==> src/rtl/asu_pkg.sv <==
package asu_pkg;
  typedef enum logic [1:0] {
    OP_ADD = 2'd0,
    OP_SUB = 2'd1,
    OP_CMP = 2'd2,
    OP_LSR = 2'd3
  } op_e;

  typedef struct packed {
    logic n;
    logic z;
    logic c;
    logic v;
  } flags_t;
endpackage

==> src/rtl/asu_adder.sv <==
module asu_adder #(
  parameter int W = 32
) (
  input  logic [W-1:0] a_i,
  input  logic [W-1:0] b_i,
  input  logic         cin_i,
  output logic [W-1:0] sum_o,
  output logic         c_msb_in_o,
  output logic         c_out_o
);
  // low part: W-1 sum bits plus the carry into the top column
  logic [W-1:0] low;

  assign low        = {1'b0, a_i[W-2:0]} + {1'b0, b_i[W-2:0]} + {{(W-1){1'b0}}, cin_i};
  assign c_msb_in_o = low[W-1];
  assign sum_o      = {a_i[W-1] ^ b_i[W-1] ^ c_msb_in_o, low[W-2:0]};
  assign c_out_o    = (a_i[W-1] & b_i[W-1]) | (a_i[W-1] & c_msb_in_o) | (b_i[W-1] & c_msb_in_o);
endmodule

==> src/rtl/asu_lsr.sv <==
module asu_lsr #(
  parameter int W  = 32,
  parameter int SW = $clog2(W)
) (
  input  logic [W-1:0]  a_i,
  input  logic [SW-1:0] sh_i,
  output logic [W-1:0]  res_o,
  output logic          last_o
);
  // extra guard bit below the LSB catches the last bit shifted out
  logic [W:0] stg [0:SW];

  assign stg[0] = {a_i, 1'b0};

  for (genvar k = 0; k < SW; k++) begin : g_stage
    assign stg[k+1] = sh_i[k] ? (stg[k] >> (1 << k)) : stg[k];
  end

  assign res_o  = stg[SW][W:1];
  assign last_o = stg[SW][0];
endmodule

==> src/rtl/asu_flag_reg.sv <==
module asu_flag_reg
  import asu_pkg::*;
(
  input  logic   clk_i,
  input  logic   rst_ni,
  input  logic   en_i,
  input  flags_t d_i,
  output flags_t q_o
);
  always_ff @(posedge clk_i or negedge rst_ni) begin
    if (!rst_ni)   q_o <= '0;
    else if (en_i) q_o <= d_i;
  end

  assert_flags_hold_R8: assert property (@(posedge clk_i) disable iff (!rst_ni)
    !en_i |=> $stable(q_o));
endmodule

==> src/rtl/asu_nzcv.sv <==
module asu_nzcv
  import asu_pkg::*;
#(
  parameter int W  = 32,
  parameter int SW = $clog2(W)
) (
  input  logic          clk_i,
  input  logic          rst_ni,
  input  logic [W-1:0]  a_i,
  input  logic [W-1:0]  b_i,
  input  logic [1:0]    op_i,
  input  logic          set_flags_i,
  input  logic [SW-1:0] shamt_i,
  output logic [W-1:0]  result_o,
  output logic          result_valid_o,
  output logic          flag_n_o,
  output logic          flag_z_o,
  output logic          flag_c_o,
  output logic          flag_v_o
);
  op_e          op;
  logic         is_add, is_lsr;
  logic [W-1:0] b_eff, sum, sh_res, res_int;
  logic         cin, c_msb_in, c_out, sh_last;
  flags_t       flags_d, flags_q;

  assign op     = op_e'(op_i);
  assign is_add = (op == OP_ADD);
  assign is_lsr = (op == OP_LSR);

  // subtract and compare: a + ~b + 1
  assign b_eff = is_add ? b_i : ~b_i;
  assign cin   = ~is_add;

  asu_adder #(.W(W)) u_adder (
    .a_i        (a_i),
    .b_i        (b_eff),
    .cin_i      (cin),
    .sum_o      (sum),
    .c_msb_in_o (c_msb_in),
    .c_out_o    (c_out)
  );

  asu_lsr #(.W(W), .SW(SW)) u_lsr (
    .a_i    (a_i),
    .sh_i   (shamt_i),
    .res_o  (sh_res),
    .last_o (sh_last)
  );

  assign res_int        = is_lsr ? sh_res : sum;
  assign result_o       = res_int;
  assign result_valid_o = (op != OP_CMP);

  always_comb begin
    flags_d.n = res_int[W-1];
    flags_d.z = ~|res_int;
    if (is_lsr) begin
      flags_d.c = (shamt_i != '0) ? sh_last : flags_q.c;
      flags_d.v = flags_q.v;
    end else begin
      flags_d.c = c_out;
      flags_d.v = c_msb_in ^ c_out;
    end
  end

  asu_flag_reg u_flags (
    .clk_i  (clk_i),
    .rst_ni (rst_ni),
    .en_i   (set_flags_i),
    .d_i    (flags_d),
    .q_o    (flags_q)
  );

  assign flag_n_o = flags_q.n;
  assign flag_z_o = flags_q.z;
  assign flag_c_o = flags_q.c;
  assign flag_v_o = flags_q.v;

  // sign-disagreement form of overflow, independent of the carry pair
  logic ovf_by_sign;
  assign ovf_by_sign = (a_i[W-1] == b_eff[W-1]) && (sum[W-1] != a_i[W-1]);

  assert_add_carry_R1: assert property (@(posedge clk_i) disable iff (!rst_ni)
    (set_flags_i && op == OP_ADD) |=>
      flag_c_o == (({1'b0, $past(a_i)} + {1'b0, $past(b_i)}) > {1'b0, {W{1'b1}}}));

  assert_sub_carry_R2: assert property (@(posedge clk_i) disable iff (!rst_ni)
    (set_flags_i && (op == OP_SUB || op == OP_CMP)) |=>
      flag_c_o == ($past(a_i) >= $past(b_i)));

  assert_ovf_sign_R3: assert property (@(posedge clk_i) disable iff (!rst_ni)
    (set_flags_i && !is_lsr) |=> flag_v_o == $past(ovf_by_sign));

  assert_nz_result_R4: assert property (@(posedge clk_i) disable iff (!rst_ni)
    set_flags_i |=> (flag_n_o == $past(result_o[W-1])) && (flag_z_o == ($past(result_o) == '0)));

  assert_cmp_novalid_R5: assert property (@(posedge clk_i) disable iff (!rst_ni)
    (op == OP_CMP) |-> !result_valid_o);

  assert_lsr_keep_v_R6: assert property (@(posedge clk_i) disable iff (!rst_ni)
    (set_flags_i && is_lsr) |=> flag_v_o == $past(flag_v_o));

  assert_sh0_keep_c_R7: assert property (@(posedge clk_i) disable iff (!rst_ni)
    (set_flags_i && is_lsr && shamt_i == '0) |=> $stable(flag_c_o));

  assert_sh0_pass_R7: assert property (@(posedge clk_i) disable iff (!rst_ni)
    (is_lsr && shamt_i == '0) |-> result_o == a_i);
endmodule

==> config.mk <==
export PLATFORM = sky130hd
export DESIGN_NAME = asu_nzcv
export DESIGN_NICKNAME = d
export VERILOG_FILES = /design/src/rtl/asu_pkg.sv /design/src/rtl/asu_adder.sv /design/src/rtl/asu_lsr.sv /design/src/rtl/asu_flag_reg.sv /design/src/rtl/asu_nzcv.sv
export SDC_FILE = /design/constraint.sdc
export NUM_CORES = 1
export LEC_CHECK = 0
export ABC_AREA = 1
export BUFFER_PORTS_ARGS = -buffer_cell sky130_fd_sc_hd__buf_2
export CORE_MARGIN = 8
export CORE_UTILIZATION = 45
export CTS_CLUSTER_SIZE = 14
export DETAILED_ROUTE_END_ITERATION = 8
export PLACE_DENSITY = 0.68
export SLEW_MARGIN = 10
export SYNTH_ARGS = -nofsm -noshare
export SYNTH_HDL_FRONTEND = slang
export SYNTH_HIERARCHICAL = 1
export SYNTH_SLANG_ARGS = --single-unit
export TNS_END_PERCENT = 30
==> constraint.sdc <==
create_clock -name clk_i -period 8.67 [get_ports clk_i]
set_input_delay 0.867 -clock clk_i [delete_from_list [all_inputs] [get_ports clk_i]]
set_output_delay 0.867 -clock clk_i [all_outputs]
set_load 0.02 [all_outputs]
Yosys cells after proc, flatten, opt, wreduce, memory -nomap -nowiden --
Cells that the tools add are included.
Cells by class: add/subtract/negate cells 2, equal/unequal tests 3, multiplexer cells 9, bitwise logic cells 11, reduce and logical (&&, ||, !) cells 6
Operators by type and width (number):
- $mux W33 | 5
- $mux W32 | 2
- $add A31 B31 Y32 | 1
- $add A32 B1 Y32 | 1
- $not A32 Y32 | 1
- $reduce_or A32 Y1 | 1
- $reduce_bool A5 Y1 | 1
- $reduce_and A2 Y1 | 2
- $and A1 B1 Y1 | 3
- $xor A1 B1 Y1 | 3
- $eq A2 B2 Y1 const B | 1
- $logic_not A2 Y1 | 1
- $mux W2 | 1
- $ne A2 B1 Y1 const B | 1
- $ne A2 B2 Y1 const B | 1
- $not A1 Y1 | 2
- $or A1 B1 Y1 | 2
- $logic_not A1 Y1 | 1
- $mux W1 | 1
Storage, ports and cells: flip-flop bits (word level) 4, output and inout port bits 37, word-level logic and storage cells 35

Longest topological paths before layout --
Gate-level depths: netlist of the first run.
word-level depth 9, depth in mapped cells 25

Cells and area by module --
Netlist of the first run, hierarchy kept.
By module, submodules not included:
- asu_adder | times used 1, cells each 494, area an instance 2391.0 um^2
- asu_lsr | times used 1, cells each 367, area an instance 1828.0 um^2
- asu_nzcv | times used 1, cells each 190, area an instance 1034.7 um^2
- asu_flag_reg | times used 1, cells each 17, area an instance 148.9 um^2

Least setup slack after synthesis of the first run --
No wires, ideal clock.
path type input to output, from in op_i[0], to out result_o[31], data arrival time 3.372 ns, required time 7.803 ns, path slack 4.431 ns, stages 17, path buffers 3, path through buf_6 nor2_2 buf_4 xnor2_1 ha_1 nand2_1 inv_1 a21oi_1 nand2_2 nand2_1 nand3b_1 a21oi_1 fa_1 inv_1 nand2_1 nand2_1 buf_4
RTL lines:
- start, declared | RTL line asu_nzcv.sv:11 | input logic [1:0] op_i,
- end, declared | RTL line asu_nzcv.sv:14 | output logic [W-1:0] result_o,

Worst setup path in the final report of the first run --
from in op_i[0], to out result_o[31]
Between the ends: word-level cells in the longest chain between the ends 6, elaborated cells between the ends (all ways) 9
Ends and longest elaborated chain:
- $logic_not A2 Y1 | RTL line asu_nzcv.sv:28 | assign is_add = (op == OP_ADD);
- $mux W32 | RTL line asu_nzcv.sv:32 | assign b_eff = is_add ? b_i : ~b_i;
- net b_eff[17] | RTL line asu_nzcv.sv:23 | logic [W-1:0] b_eff, sum, sh_res, res_int;
- $add A31 B31 Y32 | RTL line asu_adder.sv:14 | assign low = {1'b0, a_i[W-2:0]} + {1'b0, b_i[W-2:0]} + {{(W-1){1'b0}}, cin_i};
- $add A32 B1 Y32 | RTL line asu_adder.sv:14
- $xor A1 B1 Y1 | RTL line asu_adder.sv:16 | assign sum_o = {a_i[W-1] ^ b_i[W-1] ^ c_msb_in_o, low[W-2:0]};
- net sum[31] | RTL line asu_nzcv.sv:23
- $mux W32 | RTL line asu_nzcv.sv:51 | assign res_int = is_lsr ? sh_res : sum;
The timed path passes the listed nets, and every way through them passes these cells.

==> results.cfg, run 1 <==
[layout]
largest_reg_flops = 4
final_cells = 1284
regMostFlops = u_flags/q_o
reg.largest.list = u_flags/q_o: 4 flops
layout_commonest_cell = nand2_1
finish.utilization_pct = 49.5
syn2layout_area_growth_pct = 8.75
fill_cells = 1377
final_cell_mix = nand2_1 (404), nand3_1 (235), inv_1 (119)
diodes = 0
drive_gt1_share_pct = 14.7
nets = 1246

[worst_setup_path]
r2r-end = u_flags/q_o[1]
crit_slowest_cell = nor2_4
critPathRequiredTime_ns = 7.80
path_cells = buf_2 > nor2_4 > buf_4 > xnor2_1 > ha_1 > nand2_1 > inv_1 > a21oi_1 > nor2_1 > o21ai_0 > nand2_1 > a21oi_1 > fa_1 > inv_1 > nand2_1 > nand2_1 > buf_2
r2r_start = u_flags/q_o[1]
startpoint_type = input port
rr_worst_depth = 4
critPathKind = in2out
end_kind = output port
reg2reg_setup_slack_ns = 7.88
crit_top_cell = nand2_1
cp_max_fo = 28
worstPathArrival_ns = 4.25
cpPeakStageDelay_ns = 0.46

[die]
die_w_um = 126
coreArea_mm2 = 0.0119
rows = 40
die_h_um = 126
io_pins = 111
dieArea_mm2 = 0.0158
initial_core_util_pct = 45.5

[synth]
synth_ff_type = dfrtp_1
yosysTopAreaCellShare_pct = 28.1
synth_edf_count = 0
yosysUniqueCellTypes = 35
synthTopCellsByArea = nand2_1 (28%), nand3_1 (22%), inv_1 (8.3%)
synth_area_mm2 = 0.00540
netlist_instances = 1068
ys_ff_latch = 4
yosysWarnings = 6
async_flop_share_pct = 100
synth_area_per_cell_um2 = 5.06
synth_nets = 1175
yosysSeqAreaShare_pct = 1.85
synth_top_area_cell = nand2_1

[job]
cap_violations = 0

[sta]
rsz0062_at_grt = no
whs_ns = 0.443
fin_tns_setup_ns = 0
setup_viol_count_final = 0
worstMarginPinSlew_ns = 0.935
skew_ns = 0
fmax_mhz = 195
slew_violations = 0
relSlewSlack_pct = 37.3
finalCritPeriodShare_pct = 59.0
fin_crit_ns = 5.12
hold_violations = 0

[worst_hold_path]
hp-class = in2async

[drt]
first_pass_iters = 8
drc = 0
drt-total-wl_um = 19500
drt_iter0_drc = 796
final_antenna_net_count = 0
wire_per_inst_um = 15.2
viasPerCell = 5.48
num_vias = 7031

[clock_tree]
post_cts_resized = 0
hold_buffers = 0
worstSkewPairLatency_ns = 0.22
clock-root-buffer = clkbuf_16
cts_buffers = 3
clk_pin_slew_ns = 0.03
cts.htree.levels = 1
cts_setup_buffers = 0
cts_tree = built
clock_sinks = 4
clk_path_buf_depth = 2

[pwr]
p_per_area_mw_per_mm2 = 117
p_total_mw = 0.689
p_leak_nw = 3.50
ir_worst_vdd_v = 0.0000679

[outcome]
status = complete, no violations

[global_route]
grt_antenna_before_repair = 0
grt-ovfl-total = 0
grt_pass1_wl_um = 30700
grt_max_degree = 36
grt_use_total_pct = 23.5
grt_pass1_vias = 6297

[place]
portBuffers = 110
dp.cells = 1281
gp_congestion = 0.956
place_hpwl_um = 16200
[through the flow]
| step | setup slack, ns | cell area [µm²] |
|---|---|---|
| after global placement | 3.62 | 5800 |
| final | 3.55 | 5880 |
| after global routing | 3.27 | 5880 |
| after detailed placement | 3.59 | 5800 |
| after floorplan | 4.43 | 5400 |
| after CTS | 3.58 | 5880 |
[cell type report]
cell class / count / area, µm² / share of cell area [%]
clock buffers: 3 / 75.1 / 1.28
inverters: 126 / 483 / 8.22
repair buffers: 111 / 558 / 9.50
flip-flops and latches: 4 / 100 / 1.70
well taps: 147 / 184 / 3.13
multi-input cells: 893 / 4480 / 76.2
[cells in the mapped netlist (9+ instances only)]
master and instances:
inv_1 119, nand2_2 25, nor2_1 79, nand2_1 404, buf_4 12, buf_2 12
ha_1 30, xnor2_1 34, nand3_2 14, nand3_1 235, xor2_1 13, a21oi_1 23
nor3_1 9, buf_6 10
[critical path, delay by kind of cell]
family | cells | cell delay, ns
AOI/OAI and AO/OA | 3 | 0.58
xor gates and xnor gates | 1 | 0.17
adders and majority gates | 2 | 0.76
buffers and inverters | 5 | 0.97
and+or+nand+nor | 6 | 0.88
[worst max path at each step]
stage	cells after the start	from	slack [ns]	endpoint
after CTS	17	op_i[0]	3.58	result_o[31]
final	17	op_i[0]	3.55	result_o[31]
after global placement	17	op_i[0]	3.62	result_o[31]
after global routing	17	op_i[0]	3.27	result_o[31]
after detailed placement	17	op_i[0]	3.59	result_o[31]
after floorplan	17	op_i[0]	4.43	result_o[31]
[kinds of logic (layout without fill, tap and decap cells)]
kind of cell,after synthesis,count (layout),synth area share (%)
simple gates,782,782,63.9
buf+inv,171,240,15.4
xor+xnor,47,47,7.62
fa+ha+maj,33,33,8.06
compound gates,31,31,3.13
flops,4,4,1.85
[layer usage]
layer	GRT usage, %	routed length, µm
met1	31.6	8420
met2	40.6	9180
met3	1.40	1570
met4	3.94	326
met5	0	0
[report_power, final]
group / leakage [nW] / internal (mW) / switching (mW)
logic: 3.41 / 0.193 / 0.399
registers: 0.0515 / 0.0221 / 0.00249
clock network: 0.0370 / 0.0590 / 0.0136
total: 3.50 / 0.274 / 0.415
Note: power is estimated with default switching activity, not from simulation.
==> inputs of run 2 (changes only) <==
--- a/config.mk
+++ b/config.mk
@@ -5,7 +5,7 @@
 export SDC_FILE = /design/constraint.sdc
 export NUM_CORES = 1
 export LEC_CHECK = 0
-export ABC_AREA = 1
+export ABC_AREA = 0
 export BUFFER_PORTS_ARGS = -buffer_cell sky130_fd_sc_hd__buf_2
 export CORE_MARGIN = 8
 export CORE_UTILIZATION = 45
==> constraint.sdc (replaced) <==
create_clock -name clk_i -period 5.1 [get_ports clk_i]
set_input_delay 0.51 -clock clk_i [delete_from_list [all_inputs] [get_ports clk_i]]
set_output_delay 0.51 -clock clk_i [all_outputs]
set_load 0.02 [all_outputs]
==> run 2 against run 1 <==
  * Register-to-register slack worse by 3.8 ns
  * Combinational power increased by 79%
  * Clock-buffer cell count stayed put
  * Synthesized area fell by 7.9%
  * Utilization is 1.6 points higher
  * Non-clock buffer count is 2 higher
  * Flip-flop and latch count did not move
  * First-iteration DRC count fell by 30%
  * Cell area decreased by 6.0%
==> results.cfg, run 2 <==
[clock_tree]
post_cts_resized = 0
worstSkewPairLatency_ns = 0.22
clk_path_buf_depth = 2
clk_pin_slew_ns = 0.03
cts_setup_buffers = 0
hold_buffers = 0
cts_tree = built
clock_sinks = 4
cts.htree.levels = 1
clock-root-buffer = clkbuf_8
cts_buffers = 3

[sta]
setup_viol_count_final = 0
worstMarginPinSlew_ns = 0.896
fin_tns_setup_ns = 0
fmax_mhz = 216
worst_slack_ns = 0.477
finalCritPeriodShare_pct = 90.6
slew_violations = 0
relSlewSlack_pct = 40.3
fin_crit_ns = 4.62
rsz0062_at_grt = no
hold_violations = 0
skew_ns = 0

[die]
io_pins = 111
die_h_um = 121
rows = 38
die_w_um = 121
initial_core_util_pct = 46.1
coreArea_mm2 = 0.0108
dieArea_mm2 = 0.0147

[global_route]
grt_pass1_vias = 5182
grt-ovfl-total = 0
grt_max_degree = 42
grt_pass1_wl_um = 28000
grt_use_total_pct = 23.5
grt_antenna_before_repair = 0

[synth]
synth_fa_ha_area_share_pct = 8.75
yosys.area_share.simple_pct = 18.3
synthTopCellsByArea = mux4_2 (14%), mux2_2 (9.3%), xnor2_1 (8.6%)
synth_compound_area_share_pct = 24.6
synth_area_mm2 = 0.00497
synth-xor-area-share_pct = 10.4
netlist_instances = 598
synth_ff_type = dfrtp_1
synth_top_area_cell = mux4_2
synth_top_family_by_area = multiplexers
synth_edf_count = 0
yosysSeqAreaShare_pct = 2.01
synth_area_per_cell_um2 = 8.32
yosysUniqueCellTypes = 84
ys_ff_latch = 4
async_flop_share_pct = 100
yosysWarnings = 6
yosys-mux-area-fraction_pct = 29.4
synth_nets = 705
yosysTopAreaCellShare_pct = 14.0
yosys-top-cells-count = nand2_1 (49), xnor2_1 (49), nor2_1 (43), mux2_2 (41)

[layout]
seqCellArea_um2 = 100
diodes = 0
fill_cells = 1044
largest_reg_flops = 4
regMostFlops = u_flags/q_o
layout_commonest_cell = buf_2
multiInputGateArea_mm2 = 0.00455
final_cell_mix = buf_2 (110), nand2_1 (49), xnor2_1 (49)
finish.utilization_pct = 51.2
reg.largest.list = u_flags/q_o: 4 flops
syn2layout_area_growth_pct = 11.0
final_cells = 817
drive_gt1_share_pct = 33.8
nets = 786

[worst_hold_path]
hp-class = in2async

[place]
dpl_worst_slack_ns = 0.481
gp_congestion = 1.04
place_hpwl_um = 14800
dp.cells = 814
portBuffers = 110

[drt]
first_pass_iters = 5
drt_iter0_drc = 558
final_antenna_net_count = 0
wire_per_inst_um = 21.9
num_vias = 5314
drt-total-wl_um = 17900
drc = 0
viasPerCell = 6.50

[pwr]
p_comb_share_pct = 90.5
p_sw_share_pct = 56.4
seqPwrFrac_pct = 3.8
internal_power_mw = 0.508
ir_worst_vdd_v = 0.000129
p_per_area_mw_per_mm2 = 211
clock_power_share_pct = 5.7
p_leak_nw = 2.29
p_sw_mw = 0.658

[worst_setup_path]
worstPathArrival_ns = 4.11
critPathRequiredTime_ns = 4.59
critPathKind = in2out
cp_max_fo = 19
startpoint_type = input port
end_kind = output port

[job]
cap_violations = 0

[outcome]
status = complete, no violations
run 2: path summary, 6_finish.rpt:
kind | slack, ns | from | end | cells after the start
worst max-delay path | 0.48 | op_i[0] | result_o[31] | 15
worst min-delay path | 0.09 | rst_ni | u_flags/q_o[0] | 1
worst max register to register | 4.08 | u_flags/q_o[1] | u_flags/q_o[1] | 3
worst min register to register | 0.51 | u_flags/q_o[3] | u_flags/q_o[3] | 1
max in group asynchronous | 4.89 | rst_ni | u_flags/q_o[3] | 1
min in group clk_i | 0.51 | u_flags/q_o[3] | u_flags/q_o[3] | 1
run 2: per-layer routing:
| metal | up-vias | routed length, µm | GRT usage [%] | part of all wire, % |
|---|---|---|---|---|
| met5 | - | 0 | 0 | 0 |
| met4 | 0 | 164 | 2.93 | 0.92 |
| met3 | 19 | 1570 | 4.65 | 8.8 |
| met2 | 271 | 8110 | 37.3 | 45 |
| met1 | 2551 | 8080 | 32.9 | 45 |
| li1 | 2473 | - | - | - |
run 2: worst max-delay path: stages:
cell      delay, ns
buf_2          0.12
nor2_4         0.51
buf_4          0.38
xnor2_1        0.15
ha_1           0.34
a21oi_1        0.22
o21ai_0        0.16
a211oi_1       0.25
o21ai_0        0.10
a31oi_1        0.34
o21a_1         0.21
fa_1           0.40
inv_1          0.08
mux2_1         0.15
buf_2          0.17
run 2: area by class of cell:
cell class                      count  area share (%)
Inverter                           23            1.56
Tap cell                          140            3.17
Multi-Input combinational cell    534            82.3
Sequential cell                     4            1.81
Timing Repair Buffer              113            10.4
Clock buffer                        3           0.747
run 2: per-stage QoR:
stage,cell area (µm²),hold WS (ns),power (mW)
floorplan,4970,0.214,0.798
detailed placement,5480,0.319,1.08
CTS,5520,0.0920,1.15
global route,5520,0.0948,1.25
global placement,5480,0.315,1.08
finish,5520,0.0932,1.17
run 2: power groups by stage:
stage	logic [mW]	registers [mW]	clock network, mW
after detailed placement	1.04	0.0445	0
after global placement	1.04	0.0441	0
after CTS	1.04	0.0441	0.0674
final	1.06	0.0441	0.0666
after global routing	1.13	0.0448	0.0709
after floorplan	0.745	0.0529	0
run 2: logic make-up (layout without fill, tap and decap cells):
kind of cell               Yosys count  in the layout
adders and majority gates           33             33
DFF                                  4              4
and+or+nand+nor                    178            178
muxes                              100            100
xor gates and xnor gates            59             59
AOI/OAI and AO/OA                  164            164
buffers and inverters               60            139
